**src/rtl/irq_mask_pkg.sv**
```systemverilog
package irq_mask_pkg;
    typedef enum logic {
        ST_IDLE       = 1'b0,
        ST_WAIT_STACK = 1'b1
    } arb_state_t;
endpackage

```
**src/rtl/irq_mask_flags.sv**
```systemverilog
module irq_mask_flags (
    input  logic clk,
    input  logic rst_n,
    input  logic strobe_apply,
    input  logic strobe_nmi,
    input  logic rti_restore,
    input  logic rti_x,
    input  logic rti_i,
    input  logic sw_wr,
    input  logic sw_x,
    input  logic sw_i,
    output logic x_q,
    output logic i_q
);
    // Update priority: stacked strobe, then restore, then software write.
    always_ff @(posedge clk) begin
        if (!rst_n) begin
            x_q <= 1'b1;
            i_q <= 1'b1;
        end else if (strobe_apply) begin
            i_q <= 1'b1;
            x_q <= x_q | strobe_nmi;
        end else if (rti_restore) begin
            x_q <= rti_x;
            i_q <= rti_i;
        end else if (sw_wr) begin
            x_q <= x_q & sw_x;
            i_q <= sw_i;
        end
    end


    sw_x_oneway_chk: assert property (@(posedge clk) disable iff (!rst_n)
        (sw_wr && !strobe_apply && !rti_restore && !x_q) |=> !x_q);

    mask_keeps_x_chk: assert property (@(posedge clk) disable iff (!rst_n)
        (strobe_apply && !strobe_nmi) |=> ($stable(x_q) && i_q));

    nmi_sets_both_chk: assert property (@(posedge clk) disable iff (!rst_n)
        (strobe_apply && strobe_nmi) |=> (x_q && i_q));

    rti_restore_chk: assert property (@(posedge clk) disable iff (!rst_n)
        (rti_restore && !strobe_apply) |=> (x_q == $past(rti_x) && i_q == $past(rti_i)));
endmodule

```
**src/rtl/irq_pick.sv**
```systemverilog
module irq_pick #(
    parameter int NUM_SRC = 8,
    localparam int IDX_W = $clog2(NUM_SRC)
) (
    input  logic               nmi_n,
    input  logic [NUM_SRC-1:0] mreq,
    input  logic               x_q,
    input  logic               i_q,
    output logic               nmi_pend,
    output logic               mask_pend,
    output logic [IDX_W-1:0]   win_idx
);
    logic [NUM_SRC-1:0] gated;

    always_comb begin
        nmi_pend  = !nmi_n && !x_q;
        gated     = i_q ? '0 : mreq;
        mask_pend = |gated;
        win_idx   = '0;
        // Scan downward so the lowest set bit is the last one written.
        for (int k = NUM_SRC - 1; k >= 0; k--) begin
            if (gated[k]) win_idx = IDX_W'(k);
        end
    end
endmodule

```
**src/rtl/irq_seq.sv**
```systemverilog
module irq_seq #(
    parameter int NUM_SRC = 8,
    localparam int IDX_W = $clog2(NUM_SRC)
) (
    input  logic             clk,
    input  logic             rst_n,
    input  logic             nmi_pend,
    input  logic             mask_pend,
    input  logic [IDX_W-1:0] win_idx,
    input  logic             ccr_stacked,
    output logic             take,
    output logic             take_nmi,
    output logic [IDX_W-1:0] take_idx,
    output logic             strobe_apply,
    output logic             strobe_nmi
);
    import irq_mask_pkg::*;

    arb_state_t state_q, state_d;
    logic       kind_nmi_q;

    always_ff @(posedge clk) begin
        if (!rst_n) begin
            state_q    <= ST_IDLE;
            kind_nmi_q <= 1'b0;
        end else begin
            state_q <= state_d;
            if (take) kind_nmi_q <= take_nmi;
        end
    end

    always_comb begin
        state_d      = state_q;
        take         = 1'b0;
        take_nmi     = 1'b0;
        take_idx     = '0;
        strobe_apply = 1'b0;
        strobe_nmi   = kind_nmi_q;
        unique case (state_q)
            ST_IDLE: begin
                if (nmi_pend || mask_pend) begin
                    take     = 1'b1;
                    take_nmi = nmi_pend;
                    take_idx = nmi_pend ? '0 : win_idx;
                    state_d  = ST_WAIT_STACK;
                end
            end
            ST_WAIT_STACK: begin
                if (ccr_stacked) begin
                    strobe_apply = 1'b1;
                    state_d      = ST_IDLE;
                end
            end
            default: state_d = ST_IDLE;
        endcase
    end


    take_pulse_chk: assert property (@(posedge clk) disable iff (!rst_n)
        take |=> !take);

    idle_strobe_chk: assert property (@(posedge clk) disable iff (!rst_n)
        (state_q == ST_IDLE && !take) |=> (state_q == ST_IDLE));
endmodule

```
**src/rtl/irq_mask_arbiter.sv**
```systemverilog
module irq_mask_arbiter #(
    parameter int NUM_SRC = 8,
    localparam int IDX_W = $clog2(NUM_SRC)
) (
    input  logic               clk,
    input  logic               rst_n,
    input  logic               nmi_n,
    input  logic [NUM_SRC-1:0] mreq,
    input  logic               sw_wr,
    input  logic               sw_x,
    input  logic               sw_i,
    input  logic               ccr_stacked,
    input  logic               rti_restore,
    input  logic               rti_x,
    input  logic               rti_i,
    output logic               x_flag,
    output logic               i_flag,
    output logic               take,
    output logic               take_nmi,
    output logic [IDX_W-1:0]   take_idx
);
    logic             nmi_pend, mask_pend, strobe_apply, strobe_nmi;
    logic [IDX_W-1:0] win_idx;

    irq_pick #(.NUM_SRC(NUM_SRC)) u_pick (
        .nmi_n(nmi_n), .mreq(mreq), .x_q(x_flag), .i_q(i_flag),
        .nmi_pend(nmi_pend), .mask_pend(mask_pend), .win_idx(win_idx)
    );

    irq_seq #(.NUM_SRC(NUM_SRC)) u_seq (
        .clk(clk), .rst_n(rst_n), .nmi_pend(nmi_pend), .mask_pend(mask_pend),
        .win_idx(win_idx), .ccr_stacked(ccr_stacked), .take(take),
        .take_nmi(take_nmi), .take_idx(take_idx),
        .strobe_apply(strobe_apply), .strobe_nmi(strobe_nmi)
    );

    irq_mask_flags u_flags (
        .clk(clk), .rst_n(rst_n), .strobe_apply(strobe_apply),
        .strobe_nmi(strobe_nmi), .rti_restore(rti_restore), .rti_x(rti_x),
        .rti_i(rti_i), .sw_wr(sw_wr), .sw_x(sw_x), .sw_i(sw_i),
        .x_q(x_flag), .i_q(i_flag)
    );


    nmi_first_chk: assert property (@(posedge clk) disable iff (!rst_n)
        (take && !nmi_n && !x_flag) |-> take_nmi);

    gate_respected_chk: assert property (@(posedge clk) disable iff (!rst_n)
        take |-> (take_nmi ? !x_flag : (!i_flag && mreq[take_idx])));
endmodule

```
**config.mk**
```make
export PLATFORM = sky130hd
export DESIGN_NAME = irq_mask_arbiter
export DESIGN_NICKNAME = d
export VERILOG_FILES = /design/src/rtl/irq_mask_pkg.sv /design/src/rtl/irq_mask_flags.sv /design/src/rtl/irq_pick.sv /design/src/rtl/irq_seq.sv /design/src/rtl/irq_mask_arbiter.sv
export SDC_FILE = /design/constraint.sdc
export NUM_CORES = 1
export LEC_CHECK = 0
export BUFFER_PORTS_ARGS = -buffer_cell sky130_fd_sc_hd__buf_2
export CAP_MARGIN = 10
export CORE_AREA = 2 2 39 41
export CTS_CLUSTER_DIAMETER = 50
export CTS_CLUSTER_SIZE = 40
export DETAILED_ROUTE_END_ITERATION = 6
export DIE_AREA = 0 0 41 43
export PLACE_DENSITY_LB_ADDON = 0.25
export SLEW_MARGIN = 15
export SYNTH_ARGS = -nofsm -noshare
export SYNTH_HDL_FRONTEND = slang
export SYNTH_HIERARCHICAL = 1
export SYNTH_SLANG_ARGS = --single-unit
```
**constraint.sdc**
```tcl
create_clock -name clk -period 1.2 [get_ports clk]
set_input_delay 0.06 -clock clk [delete_from_list [all_inputs] [get_ports clk]]
set_output_delay 0.06 -clock clk [all_outputs]
set_load 0.05 [all_outputs]
```
==> results of run 1 <==
==> synth_stat cells <==
library cell / number / area (um2)
inv_1: 3 / 11.26
o311ai_0: 1 / 8.760
nor2b_2: 1 / 8.760
nor3_1: 1 / 5.000
nor2_2: 1 / 6.260
a2111oi_2: 1 / 15.01
nor3b_2: 2 / 25.02
and2_1: 3 / 18.77
or3b_1: 1 / 8.760
nand2_1: 4 / 15.01
mux2i_1: 1 / 10.01
a211oi_2: 1 / 12.51
nor4_2: 1 / 12.51
a31oi_1: 1 / 6.260
o2111ai_1: 1 / 8.760
a21oi_1: 1 / 5.000
nor2b_1: 2 / 12.51
nand2b_1: 1 / 6.260
and2_4: 1 / 8.760
o21ai_1: 1 / 5.000
o2bb2ai_1: 1 / 8.760
o21ai_2: 1 / 8.760
dfxtp_1: 4 / 80.08
o21ai_0: 2 / 10.01
nor2_1: 8 / 30.03
==> layout by cell type, fill, tap and decap left out, types with 2 or more instances in the layout <==
| cell type | Yosys | routed |
|---|---|---|
| buf_2 | 0 | 19 |
| buf_4 | 0 | 9 |
| nor2_1 | 8 | 6 |
| nand2_1 | 4 | 4 |
| and2_4 | 1 | 4 |
| clkbuf_4 | 0 | 3 |
| buf_8 | 0 | 3 |
| inv_1 | 3 | 3 |
| o21ai_1 | 1 | 2 |
| nor2_2 | 1 | 2 |
| nor2b_1 | 2 | 2 |
| dfxtp_1 | 4 | 2 |
==> per-layer routing <==
layer  vias up  part of all wire (%)  wire (um)  GRT usage, %
met5         -                     0          0             0
met4         0                  0.82          8         10.00
met3         2                   8.4         82         3.141
met2        18                    49        480         20.63
met1       198                    41        401         13.14
li1        233                     -          -             -
==> per-stage QoR <==
stage | cell area (um2) | total power [mW] | std cells | util (%) | hold WS, ps
detailed placement | 566.8 | 0.3767 | 92 | 40.96 | 296.4
global placement | 566.8 | 0.3758 | 92 | 40.96 | 295.2
global route | 658.1 | 0.6087 | 96 | 47.56 | 67.92
CTS | 646.9 | 0.5773 | 95 | 46.75 | 54.32
finish | 658.1 | 0.5708 | 96 | 47.56 | 60.68
floorplan | 374.1 | 0.2884 | 45 | - | 140.7
==> sequential cells by signal (all words and copies together) (netlist names) <==
signal and count:
u_flags/i_q 1, u_flags/x_q 1, u_seq/state_q 1, u_seq/strobe_nmi 1
==> cell families after synthesis <==
logic type	synth area share, %
muxes	2.878
AOI/OAI and AO/OA	25.54
buffers and inverters	3.237
DFF	23.02
and+or+nand+nor	45.32
==> worst max-delay path, stage by stage, from the launching register on <==
cell and delay [ps]:
dfxtp_4 360, a31oi_4 150, nor3b_4 240, and2_4 180
buf_8 130
==> power by group through the flow <==
stage	Clock [mW]	Sequential (mW)	Combinational, mW
after floorplan	0	0.187	0.101
after detailed placement	0	0.162	0.215
after CTS	0.182	0.163	0.232
after global placement	0	0.162	0.214
final	0.169	0.163	0.239
after global routing	0.185	0.164	0.260
==> area by class of cell <==
cell class / count / share of cell area, %
timing repair buffer: 32 / 33.27
multi-input combinational: 38 / 45.63
tap: 16 / 3.042
inverter: 3 / 1.711
clock buffer: 3 / 3.422
sequential: 4 / 12.93
==> repair_timing <==
action / CTS / global route
resized for setup: 15 / 3
endpoints found under the setup margin: 5 / 6
pin swaps: 0 / 3
hold buffers: 0 / 0
setup buffers: 0 / 1
==> worst paths after layout <==
check	to	slack, ps	cells after the start
worst max-delay path	take_idx[2]	-160	4
worst max register to register	u_flags/i_q	-50	5
worst min register to register	u_seq/strobe_nmi	460	2
worst min-delay path	u_flags/x_q	60	2
==> out/results.txt, run 1 <==
Max Cap Viol - 0
mapped cell area - 347.8 um2
Final Skew - 0.6581 ps
worst slew pin tran - 382.5 ps
DR pass1 iterations - 4
DRT antenna net count - 0
synthesized net count - 63
setup_tns - -591.4 ps
CP endpoint kind - output port
power share of the combinational group - 41.9%
gpl congestion - 0.6386
largest net degree at the start of global routing - 6
part of the power in registers - 28.5%
core box area - 0.001384 mm2
Remaining DRCs - 0
Avg Vias per Cell - 4.698
via count - 451
post-DR wirelength/cell - 10.14 um
clk sinks - 4
Final Net Count - 100
crit path max fanout - 5
fin worst setup slack - -162.5 ps
Critical path origin - u_flags/i_q
Worst Hold Class - input port to flip-flop
Clock power frac - 29.5%
Detail Placement HPWL - 730.3 um
worst setup path class - flip-flop to output port
yosys warns - 6
Max VDD drop - 502.5 uV
Hold Vio Cnt, Final - 0
Register Area - 85.08 um2
vias in the first global route - 394
clock slew at reported path FFs - 40 ps
Congestion Overflow GR - 0
Rel. slew slack - 74.29%
post-synth cell types - 25
die area - 0.001763 mm2
Post-Place Setup Slack - -70.58 ps
Mapped Cells - 45
CTS tree - yes
P_sw - 0.2027 mW
DRT iter0 DRCs - 4
first-pass GRT wire length - 1483 um
overall routed net length - 973 um
Startpoint Class - flip-flop
final period utilization - 113.5%
Avg Inst Size Synth - 7.730 um2
worst r2r src - u_flags/i_q
Antenna diodes - 0
clk buf depth - 2
Tmin final - 1362 ps
Hold Path Origin - rst_n
failing checks - negative setup slack
initial core utilization - 25.14%
Leak - 0.2971 nW
WP data arrival - 1300 ps
RSZ-0062 raised after global routing - true
die extent in x - 41 um
fmax - 0.7340 GHz
DIE HEIGHT - 43 um
num ports - 25
row cnt - 14
#FFs+latches synth - 4
worst path required time - 1140 ps
Tot GR Track Use - 12.84%
root buf cell - clkbuf_4
sw frac - 35.51%
H-tree Lvls - 1
Area Overhead vs Synth - 89.21%
Fillers - 133
initial antenna violation count - 0
TritonCTS Buffers - 3
Power Dens Cells - 867.3 mW/mm2
Setup violations, final - 5
status - finished with violations
Max Transition Viols Final - 0
P_int - 0.3681 mW
Worst-Skew Late Latency - 230 ps
register area share after synthesis - 23.02%
share of post-route cells with drive strength above 1 - 65.00%
Multi-input gate area - 300.3 um2
IO buf count - 24
No activity file was read; power rests on OpenSTA's default activity.
==> inputs of run 2 (changes only) <==
--- a/config.mk
+++ b/config.mk
@@ -12,9 +12,12 @@
 export CTS_CLUSTER_SIZE = 40
 export DETAILED_ROUTE_END_ITERATION = 6
 export DIE_AREA = 0 0 41 43
+export HOLD_SLACK_MARGIN = 0.1
 export PLACE_DENSITY_LB_ADDON = 0.25
+export SETUP_SLACK_MARGIN = 0.4
 export SLEW_MARGIN = 15
 export SYNTH_ARGS = -nofsm -noshare
 export SYNTH_HDL_FRONTEND = slang
 export SYNTH_HIERARCHICAL = 1
 export SYNTH_SLANG_ARGS = --single-unit
+export TNS_END_PERCENT = 100
==> out/results.txt, run 2 (synthesized netlist as in run 1, its figures left out) <==
status - finished with violations
failing checks - negative setup slack
root buf cell - clkbuf_4
initial core utilization - 25.14%
r2r endpoint - u_flags/i_q
Detail Placement HPWL - 750 um
Final Hold Slack - 119.9 ps
Final Net Count - 103
Congestion Overflow GR - 0
largest net degree at the start of global routing - 6
hold path endpoint - u_seq/state_q
Reg2Reg Depth - 4
worst setup path class - flip-flop to output port
Register Area - 91.34 um2
Max Cap Viol - 0
Antenna diodes - 0
FF-to-FF setup slack - 60 ps
H-tree Lvls - 1
share of post-route cells with drive strength above 1 - 71.08%
row cnt - 14
DRT antenna net count - 0
die area - 0.001763 mm2
WP data arrival - 1330 ps
first-pass GRT wire length - 1738 um
clock slew at reported path FFs - 40 ps
Final Skew - 3.722 ps
Hold Path Origin - rst_n
die extent in x - 41 um
fin worst setup slack - -191.5 ps
gpl congestion - 0.6438
Tmin final - 1391 ps
IO buf count - 24
DR pass1 iterations - 2
Hold Vio Cnt, Final - 0
core box area - 0.001384 mm2
Area Overhead vs Synth - 118.3%
RSZ-0062 raised after global routing - true
worst r2r src - u_flags/i_q
Rel. slew slack - 79.10%
Leak - 0.3315 nW
most common cell after layout, fill and taps aside - buf_2
DRT iter0 DRCs - 1
vias in the first global route - 411
clk sinks - 4
Max Transition Viols Final - 0
crit path max fanout - 5
overall routed net length - 1089 um
Startpoint Class - flip-flop
Max VDD drop - 666.5 uV
TritonCTS Buffers - 3
DIE HEIGHT - 43 um
Post-DP Area - 614.3 um2
Remaining DRCs - 0
worst slew pin tran - 311.2 ps
via count - 464
post-layout util - 54.88%
Fillers - 138
post-DR wirelength/cell - 11.00 um
Power Dens Cells - 822.4 mW/mm2
CP endpoint kind - output port
Worst Hold Class - input port to flip-flop
clk buf depth - 2
CTS tree - yes
Worst-Skew Late Latency - 240 ps
commonest non-fill, non-tap cells in the layout - buf_2, buf_4, buf_8, nor2_1
fmax - 0.7187 GHz
worst path required time - 1140 ps
Tot GR Track Use - 14.97%
Cells on Worst Hold Path - 2
Avg Vias per Cell - 4.687
initial antenna violation count - 0
Setup violations, final - 5
fin area - 759.5 um2
final period utilization - 116.0%
setup_tns - -591.8 ps
num ports - 25
Multi-input gate area - 342.8 um2
## run 2: worst max path at each step
stage / depth (start not counted) / slack (ps) / endpoint / start
2_1_floorplan: 3 / 80 / u_seq/strobe_nmi / u_flags/x_q
3_3_place_gp: 6 / -100 / take_idx[1] / mreq[5]
3_5_place_dp: 6 / -120 / take_idx[1] / mreq[5]
4_1_cts: 4 / -190 / take_idx[1] / u_flags/i_q
5_1_grt: 4 / -250 / take_idx[1] / u_flags/i_q
6_report: 4 / -190 / take_idx[1] / u_flags/i_q
## run 2: area by class of cell
cell class                      count  area share (%)
Clock buffer                        3           2.965
Sequential cell                     4           12.03
Multi-Input combinational cell     38           45.14
Tap cell                           16           2.636
Timing Repair Buffer               35           35.75
Inverter                            3           1.483
## run 2: worst max-delay path, stage by stage, from the launching register on
cell     delay (ps)
dfxtp_4         360
a31oi_4         150
nor3b_4         260
and2_4          190
buf_8           140
## run 2: metal layers
metal	part of all wire (%)	global-route usage (%)
met5	0	0
met4	1.9	8.000
met3	7.3	5.759
met2	52	22.50
met1	38	17.42
## run 2: report_power, final
part           internal (mW)  switching [mW]  total (mW)  leakage, nW
Sequential             0.147          0.0171       0.164       0.0340
Combinational          0.144           0.149       0.293        0.284
Clock                  0.112          0.0552       0.167       0.0138
Total                  0.403           0.221       0.625        0.332
## run 2: what timing repair did
action                                 CTS  global route
gates resized for setup                 25             2
pin swaps                                6             5
buffers inserted                         2             0
setup endpoints to repair               11            11
hold buffers                             1             0
endpoints found under the hold margin    2             0
## run 2: through the flow
stage	setup WS (ps)	cells	power, mW
detailed placement	-120.8	93	0.3966
finish	-191.5	99	0.6246
global placement	-97.24	93	0.3963
global route	-251.9	99	0.6552
floorplan	76.28	45	0.3045
CTS	-187.5	99	0.6286
==> inputs of run 3 (changes only) <==
--- a/config.mk
+++ b/config.mk
@@ -5,7 +5,7 @@
 export SDC_FILE = /design/constraint.sdc
 export NUM_CORES = 1
 export LEC_CHECK = 0
-export BUFFER_PORTS_ARGS = -buffer_cell sky130_fd_sc_hd__buf_2
+export BUFFER_PORTS_ARGS = -buffer_cell sky130_fd_sc_hd__buf_4
 export CAP_MARGIN = 10
 export CORE_AREA = 2 2 39 41
 export CTS_CLUSTER_DIAMETER = 50
==> out/results.txt, run 3 (synthesized netlist as in run 1, its figures left out) <==
IO buf count - 24
crit path max fanout - 7
CP endpoint kind - output port
fin worst setup slack - -167.5 ps
Overall Power - 0.6514 mW
Detail Placement HPWL - 808.7 um
Avg Vias per Cell - 4.768
gpl congestion - 0.6105
Area Overhead vs Synth - 133.5%
Antenna diodes - 0
DRT antenna net count - 0
DRT iter0 DRCs - 2
vias in the first global route - 484
Max Cap Viol - 0
RSZ-0062 raised after global routing - true
clock slew at reported path FFs - 40 ps
hold path endpoint - u_flags/x_q
Final Net Count - 103
worst setup path class - flip-flop to output port
DR pass1 iterations - 2
via count - 472
Congestion Overflow GR - 0
die area - 0.001763 mm2
share of post-route cells with drive strength above 1 - 71.08%
Fillers - 134
Critical path origin - u_flags/i_q
Cells on Worst Hold Path - 3
post-layout util - 58.68%
first-pass GRT wire length - 1890 um
Post-DP Area - 644.4 um2
post-DR wirelength/cell - 11.29 um
Hold Path Origin - sw_x
Leak - 0.3487 nW
final std cells w/o fill - 99
num ports - 25
most common cell after layout, fill and taps aside - buf_4
overall routed net length - 1118 um
DIE HEIGHT - 43 um
Hold Vio Cnt, Final - 0
clk sinks - 4
CTS tree - yes
final period utilization - 114.0%
worst path required time - 1140 ps
die extent in x - 41 um
Power Dens Cells - 802.2 mW/mm2
Rel. slew slack - 80.32%
initial core utilization - 25.14%
clk buf depth - 2
r2r endpoint - u_seq/strobe_nmi
Final Skew - 1.710 ps
Tmin final - 1367 ps
Max VDD drop - 561.1 uV
core box area - 0.001384 mm2
FF-to-FF setup slack - 140 ps
Worst Hold Class - input port to flip-flop
status - finished with violations
fmax - 0.7313 GHz
initial antenna violation count - 0
fin area - 812.0 um2
row cnt - 14
commonest non-fill, non-tap cells in the layout - buf_4, buf_8, nor2_1, nand2_1, and2_4
Remaining DRCs - 0
H-tree Lvls - 1
failing checks - negative setup slack
WP data arrival - 1310 ps
Max Transition Viols Final - 0
Tot GR Track Use - 15.85%
Startpoint Class - flip-flop
largest net degree at the start of global routing - 8
Reg2Reg Depth - 5
TritonCTS Buffers - 3
root buf cell - clkbuf_4
worst r2r src - u_flags/i_q
Worst-Skew Late Latency - 240 ps
DP Cell Count - 89
worst slew pin tran - 293.0 ps
Setup violations, final - 5
==> run 3: cell types whose count changed in the layout (fill, tap and decap cells not counted), sizes merged <==
cell         previous run  this run
buf                    34        33
dlygate4sd3             1         2
==> run 3: metrics by stage <==
step	hold slack, ps	TNS [ps]	worst slack [ps]
after floorplan	140.0	0	76.28
after global placement	289.6	-59.27	-24.99
after detailed placement	288.7	-100.5	-33.59
after CTS	90.77	-588.6	-181.6
after global routing	112.8	-817.6	-233.5
final	96.50	-536.9	-167.5
==> run 3: report_power, final <==
part	internal [mW]	switching, mW
Clock	0.112	0.0565
Sequential	0.147	0.0201
Combinational	0.167	0.149
==> run 3: worst max-delay path, stage by stage, from the launching register on <==
cell and delay (ps):
dfxtp_4 360, a31oi_4 150, nor3b_4 250, and2_4 180, buf_8 140
==> run 3: repair_timing <==
item	in CTS	in global routing
endpoints found under the setup margin	11	11
buffers inserted	4	1
pin swaps	4	2
hold buffers	2	0
gates resized for setup	18	3
endpoints found under the hold margin	2	0
==> run 3: area by class of cell <==
cell class	count	area, um2	share of cell area, %
Sequential cell	4	91.34	11.25
Clock buffer	3	22.52	2.773
Timing Repair Buffer	35	316.6	38.98
Inverter	3	11.26	1.387
Multi-Input combinational cell	38	350.3	43.14
Tap cell	16	20.02	2.465
==> run 3: how the worst max path moves through the flow <==
stage,endpoint,slack [ps],depth (start not counted)
3_3_place_gp,take_idx[2],-20,6
3_5_place_dp,take_idx[1],-30,6
4_1_cts,take_idx[1],-180,4
6_report,take_idx[1],-170,4
5_1_grt,take_idx[1],-230,4
2_1_floorplan,u_seq/strobe_nmi,80,3
==> run 3: per-layer routing <==
layer | vias to the layer above | track usage [%] | share of wire (%)
li1 | 238 | - | -
met1 | 213 | 15.71 | 34
met2 | 17 | 26.88 | 57
met3 | 4 | 5.759 | 6.6
met4 | 0 | 8.000 | 2.1
met5 | - | 0 | 0
